<file path="src/rtl/adc_rd_pkg.sv">
package adc_rd_pkg;
  typedef enum logic [1:0] {
    ST_IDLE  = 2'd0,
    ST_FRAME = 2'd1,
    ST_GAP   = 2'd2
  } rd_state_e;
endpackage

</file>
<file path="src/rtl/adc_sclk_gen.sv">
// Serial clock generator: idles high, one period of DIV system clocks,
// high half first. Strobes mark the falling edge and the period end.
module adc_sclk_gen #(
  parameter int DIV = 14
) (
  input  logic clk,
  input  logic rst,
  input  logic run,
  output logic sclk_o,
  output logic fall_o,
  output logic per_end_o
);
  localparam int HALF = DIV / 2;
  localparam int PHW  = $clog2(DIV);
  localparam logic [PHW-1:0] PH_FALL = PHW'(HALF - 1);
  localparam logic [PHW-1:0] PH_END  = PHW'(DIV - 1);

  logic [PHW-1:0] ph;

  assign fall_o    = run && (ph == PH_FALL);
  assign per_end_o = run && (ph == PH_END);

  always_ff @(posedge clk) begin
    if (rst) begin
      ph     <= '0;
      sclk_o <= 1'b1;
    end else if (!run) begin
      ph     <= '0;
      sclk_o <= 1'b1;
    end else begin
      if (per_end_o) ph <= '0;
      else           ph <= ph + 1'b1;
      if (fall_o)         sclk_o <= 1'b0;
      else if (per_end_o) sclk_o <= 1'b1;
    end
  end
endmodule

</file>
<file path="src/rtl/adc_shift_in.sv">
// Capture register: shifts one bit in per strobe, exposes the top KEEP bits.
module adc_shift_in #(
  parameter int BITS = 16,
  parameter int KEEP = 13
) (
  input  logic            clk,
  input  logic            rst,
  input  logic            shift_en,
  input  logic            din,
  output logic [KEEP-1:0] head_o
);
  logic [BITS-1:0] sr;

  always_ff @(posedge clk) begin
    if (rst)           sr <= '0;
    else if (shift_en) sr <= {sr[BITS-2:0], din};
  end

  assign head_o = sr[BITS-1 -: KEEP];
endmodule

</file>
<file path="src/rtl/adc_result_slot.sv">
// One-entry output stage with valid/ready handshake.
module adc_result_slot #(
  parameter int W = 10
) (
  input  logic         clk,
  input  logic         rst,
  input  logic         load,
  input  logic [W-1:0] load_data,
  input  logic         ready,
  output logic         valid_o,
  output logic [W-1:0] data_o
);
  always_ff @(posedge clk) begin
    if (rst) begin
      valid_o <= 1'b0;
      data_o  <= '0;
    end else if (load) begin
      valid_o <= 1'b1;
      data_o  <= load_data;
    end else if (valid_o && ready) begin
      valid_o <= 1'b0;
    end
  end
endmodule

</file>
<file path="src/rtl/adc_frame_reader.sv">
module adc_frame_reader
  import adc_rd_pkg::*;
#(
  parameter int DIV         = 14,
  parameter int GAP_CLKS    = 88,
  parameter int SLEEP_FALLS = 4,
  parameter int FRAME_BITS  = 16,
  parameter int LEAD_BITS   = 3,
  parameter int W           = 10
) (
  input  logic         clk,
  input  logic         rst,
  input  logic         start_i,
  input  logic         cont_i,
  input  logic         sleep_i,
  output logic         cs_n_o,
  output logic         sclk_o,
  input  logic         sdata_i,
  output logic         m_valid,
  input  logic         m_ready,
  output logic [W-1:0] m_data,
  output logic         err_o
);
  localparam int KEEP = LEAD_BITS + W;
  localparam int PW   = $clog2(FRAME_BITS);
  localparam int GW   = $clog2(GAP_CLKS + 1);
  localparam logic [PW-1:0] LAST_FULL  = PW'(FRAME_BITS - 1);
  localparam logic [PW-1:0] LAST_SLEEP = PW'(SLEEP_FALLS - 1);
  localparam logic [GW-1:0] GAP_LAST   = GW'(GAP_CLKS - 1);

  if (DIV < 2 || (DIV % 2) != 0) begin : g_bad_div
    $error("DIV must be even and at least 2");
  end
  if (SLEEP_FALLS < 2 || SLEEP_FALLS > 9) begin : g_bad_sleep
    $error("SLEEP_FALLS must lie in 2..9");
  end
  if (GAP_CLKS < 1) begin : g_bad_gap
    $error("GAP_CLKS must be at least 1");
  end

  rd_state_e       st;
  logic [PW-1:0]   per;
  logic [GW-1:0]   gcnt;
  logic            abort_q;
  logic            dummy_q;
  logic            fall, per_end;
  logic [KEEP-1:0] head;
  logic            last, frame_done, launch, deliver;

  adc_sclk_gen #(.DIV(DIV)) u_sclk (
    .clk(clk), .rst(rst), .run(st == ST_FRAME),
    .sclk_o(sclk_o), .fall_o(fall), .per_end_o(per_end)
  );

  adc_shift_in #(.BITS(FRAME_BITS), .KEEP(KEEP)) u_shift (
    .clk(clk), .rst(rst), .shift_en(fall), .din(sdata_i), .head_o(head)
  );

  assign last       = abort_q ? (per == LAST_SLEEP) : (per == LAST_FULL);
  assign frame_done = per_end && last;
  assign launch     = (st == ST_IDLE) && (start_i || cont_i) && !m_valid;
  assign deliver    = frame_done && !abort_q && !dummy_q;

  adc_result_slot #(.W(W)) u_slot (
    .clk(clk), .rst(rst), .load(deliver), .load_data(head[W-1:0]),
    .ready(m_ready), .valid_o(m_valid), .data_o(m_data)
  );

  always_ff @(posedge clk) begin
    if (rst) begin
      st      <= ST_IDLE;
      per     <= '0;
      gcnt    <= '0;
      abort_q <= 1'b0;
      dummy_q <= 1'b1;
      cs_n_o  <= 1'b1;
      err_o   <= 1'b0;
    end else begin
      if (deliver && (|head[KEEP-1:W])) err_o <= 1'b1;
      case (st)
        ST_IDLE: begin
          if (launch) begin
            st      <= ST_FRAME;
            per     <= '0;
            abort_q <= sleep_i;
            cs_n_o  <= 1'b0;
          end
        end
        ST_FRAME: begin
          if (frame_done) begin
            st     <= ST_GAP;
            gcnt   <= '0;
            cs_n_o <= 1'b1;
            if (abort_q) dummy_q <= 1'b1;
            else         dummy_q <= 1'b0;
          end else if (per_end) begin
            per <= per + 1'b1;
          end
        end
        ST_GAP: begin
          if (gcnt == GAP_LAST) st   <= ST_IDLE;
          else                  gcnt <= gcnt + 1'b1;
        end
        default: st <= ST_IDLE;
      endcase
    end
  end
endmodule

</file>
<file path="config.mk">
export PLATFORM = sky130hd
export DESIGN_NAME = adc_frame_reader
export DESIGN_NICKNAME = d
export VERILOG_FILES = /design/src/rtl/adc_rd_pkg.sv /design/src/rtl/adc_sclk_gen.sv /design/src/rtl/adc_shift_in.sv /design/src/rtl/adc_result_slot.sv /design/src/rtl/adc_frame_reader.sv
export SDC_FILE = /design/constraint.sdc
export NUM_CORES = 1
export LEC_CHECK = 0
export ABC_AREA = 1
export BUFFER_PORTS_ARGS = -buffer_cell sky130_fd_sc_hd__buf_2
export CORE_ASPECT_RATIO = 0.7
export CORE_UTILIZATION = 55
export CTS_CLUSTER_DIAMETER = 200
export CTS_CLUSTER_SIZE = 16
export DETAILED_ROUTE_END_ITERATION = 7
export PLACE_DENSITY = 0.75
export SETUP_SLACK_MARGIN = 0.2
export SYNTH_ARGS = -nofsm -noshare
export SYNTH_HDL_FRONTEND = slang
export SYNTH_HIERARCHICAL = 1
export SYNTH_SLANG_ARGS = --single-unit
export TNS_END_PERCENT = 5
</file>
<file path="constraint.sdc">
create_clock -name clk -period 2 [get_ports clk]
set_input_delay 0.2 -clock clk [delete_from_list [all_inputs] [get_ports clk]]
set_output_delay 0.2 -clock clk [all_outputs]
set_load 0.005 [all_outputs]
</file>
==> impl_metrics.tcl <==
set metrics [dict create \
    status "finished, final reports clean" \
    rows 19 \
    drc_errors 0 \
    synth_top_family_by_area "simple AND/OR/NAND/NOR gates" \
    maxSlewViolCount 0 \
    cts_buffer_depth 2 \
    synthAdderAreaFrac_pct 2.678 \
    fin_area_mm2 0.002514 \
    final_cell_mix "nor2_1, nand2_1, dfxtp_1, inv_1, buf_2" \
    grt_usage_pct 20.60 \
    syn-cell-area_mm2 0.002336 \
    ys_types 29 \
    dieArea_mm2 0.004516 \
    r2r_slack_ps 370 \
    cap_violations 0 \
    ys_ff_latch 49 \
    die_y_um 56.53 \
    route.vias.total 1884 \
    htree_levels 2 \
    hold_viol_final 0 \
    ios 21 \
    dp_slack_ps 262.6 \
    clock_latency_ps 310 \
    cp-start-kind "flip-flop" \
    worst_pin_slew_ps 470.8 \
    hold_buffers 0 \
    critPathKind "flip-flop to flip-flop" \
    synth-compound-area-share_pct 8.141 \
    yosysSeqAreaShare_pct 41.99 \
    endpoint_kind "flip-flop" \
    grt_pass1_wl_mm 7.072 \
    wl_per_cell_um 10.92 \
    clock_skew_ps 9.294 \
    cellPowerDensity_mw_per_mm2 730.6 \
    cts_buffers 5 \
    drtIter0Drc 120 \
    crit_arrival_ps 1880 \
    dp_hpwl_mm 2.919 \
    ant_nets 0 \
    core_area_mm2 0.003994 \
    port_buffers 20 \
    syn-num-nets 338 \
    hold_class "input port to flip-flop" \
    synthToLayoutAreaGrowth_pct 7.606 \
    antennaDiodeCount 0 \
    fin_ws_ps 369.9 \
    crit_path_top_delay_cell "dfxtp_1" \
    fill_cells 362 \
    cts.clk_slew.worst_paths_ps 90 \
    fmaxAchievable_mhz 613.5 \
    clkSinkCount 49 \
    grt_pass1_vias 1603 \
    period_share_pct 81.51 \
    synth-xor-area-share_pct 0.3749 \
    cpLargestDelayFamily "simple AND/OR/NAND/NOR gates" \
    final_common_cell "nor2_1" \
    max_slew_margin_pct 68.58 \
    vias_per_cell 4.818 \
    synthSimpleGateAreaFrac_pct 32.35 \
    cpPeakStageDelay_ps 350 \
    synthCells 326 \
    rsz0062_at_grt "no" \
    globalplace.congestion 0.7628 \
    ys_warn_count 6 \
    layout.cells.non_filler 391 \
    cp_max_fo 5 \
    grt_start_max_net_pins 33 \
    worstPathRequired_ps 2250 \
    synthMuxAreaShare_pct 0 \
    drt_pass1_iterations 4 \
    setup_viol 0 \
    period_needed_ps 1630 \
    crit_chain "inv_1, ha_1, nand4_1, inv_1, nand2_1, inv_2, nand4_1, nor2_4, buf_2, o21ai_1, nor2_1" \
    antenna_found_initial 0 \
    cts_tree "done" \
    dp.cells 380 \
    nets 350 \
    cts-root-buf "clkbuf_8" \
    irDropWorstVdd_mv 0.4577 \
    die_w_um 79.90 \
    start_util_pct 58.49 \
    synth_area_per_cell_um2 7.166 \
    wl_mm 4.269 \
    overflow 0 \
    finalSetupTns_ps 0 \
    placed_area_mm2 0.002352 \
    cp.buffers_inverters 4 \
    drive_gt1_share_pct 17.70 \
    power.leakage_nw 1.130 \
]
==> report_power, final <==
group          internal (mW)  total [mW]  switching [mW]  leakage (nW)
registers              0.992        1.01          0.0189         0.397
clock network          0.375       0.709           0.335        0.0585
logic                 0.0446       0.116          0.0716         0.674
==> through the flow <==
step / util, % / hold WS [ps] / power [mW]
final: 62.94 / 148.2 / 1.836
after global routing: 62.94 / 150.9 / 1.934
after CTS: 61.72 / 140.3 / 1.853
after detailed placement: 58.90 / 442.0 / 1.139
after global placement: 58.90 / 437.1 / 1.137
after floorplan: - / 262.4 / 1.112
==> layout make-up <==
| cell class | count | area [µm²] | share of cell area, % |
|---|---|---|---|
| clock buffers | 5 | 68.82 | 2.738 |
| clock inverters | 3 | 43.79 | 1.742 |
| inverters | 41 | 158.9 | 6.322 |
| multi-input cells | 214 | 1036 | 41.21 |
| flip-flops and latches | 49 | 983.4 | 39.12 |
| well taps | 52 | 65.06 | 2.588 |
| repair buffers | 27 | 157.7 | 6.272 |
==> cells by family after synthesis <==
kind of cell,count (synthesis)
compound gates,34
flops,49
xor+xnor,1
buf+inv,63
fa+ha+maj,5
simple gates,174
==> flip-flops by register name, indices dropped and copies added (netlist names) <==
register        flops
err_o               1
per                 4
dummy_q             1
st                  2
gcnt                7
u_sclk/ph           4
cs_n_o              1
u_slot/valid_o      1
u_slot/data_o      10
u_sclk/sclk_o       1
u_shift/sr         16
abort_q             1
==> per-layer routing <==
layer | part of all wire, % | vias to the layer above | GRT usage [%]
met2 | 43 | 44 | 30.28
met1 | 51 | 815 | 28.57
met4 | 0.47 | 0 | 6.122
met3 | 5.2 | 2 | 6.829
met5 | 0 | - | 0
li1 | - | 1023 | -
==> synthesized netlist by cell type (all sizes together) <==
cell type   n  area (µm²)
nor2       75       289.0
nand4       7       50.05
nor3b       1       7.510
nand3b      1       20.02
o211ai      1       7.510
clkbuf      1       5.000
nand3      21       110.1
dfxtp      49       980.9
or3         1       6.260
or2         2       12.51
o21bai      1       7.510
inv        40       152.6
ha          5       62.56
nand2      66       260.3
clkinv      1       3.750
buf        21       176.4
xnor2       1       8.760
o21ai      15       75.07
a21oi      17       100.1
==> worst register-to-register path, stage by stage, from the launching register on <==
cell     delay [ps]
dfxtp_1         350
inv_1            70
ha_1            160
nand4_1         110
inv_1           100
nand2_1          70
inv_2            80
nand4_1         130
nor2_4          180
buf_2           170
o21ai_1          70
nor2_1           90
==> timing repair <==
action | 4_1_cts | 5_1_grt
setup buffers | 0 | 2
gates resized for setup | 0 | 11
hold endpoints to repair | 0 | 0
setup endpoints to repair | 0 | 22
==> path summary, 6_finish.rpt <==
check / startpoint / end / depth (start not counted)
worst min register to register: cs_n_o$_SDFFE_PP1P_ / cs_n_o$_SDFFE_PP1P_ / 2
worst min-delay path: m_ready / u_slot/valid_o$_SDFFE_PP0P_ / 4
worst max register to register: u_sclk/ph[1]$_SDFF_PP0_ / u_slot/data_o[6]$_SDFFE_PP0P_ / 11
worst max-delay path: u_sclk/ph[1]$_SDFF_PP0_ / u_slot/data_o[6]$_SDFFE_PP0P_ / 11
(Power assumes the default switching activity.)
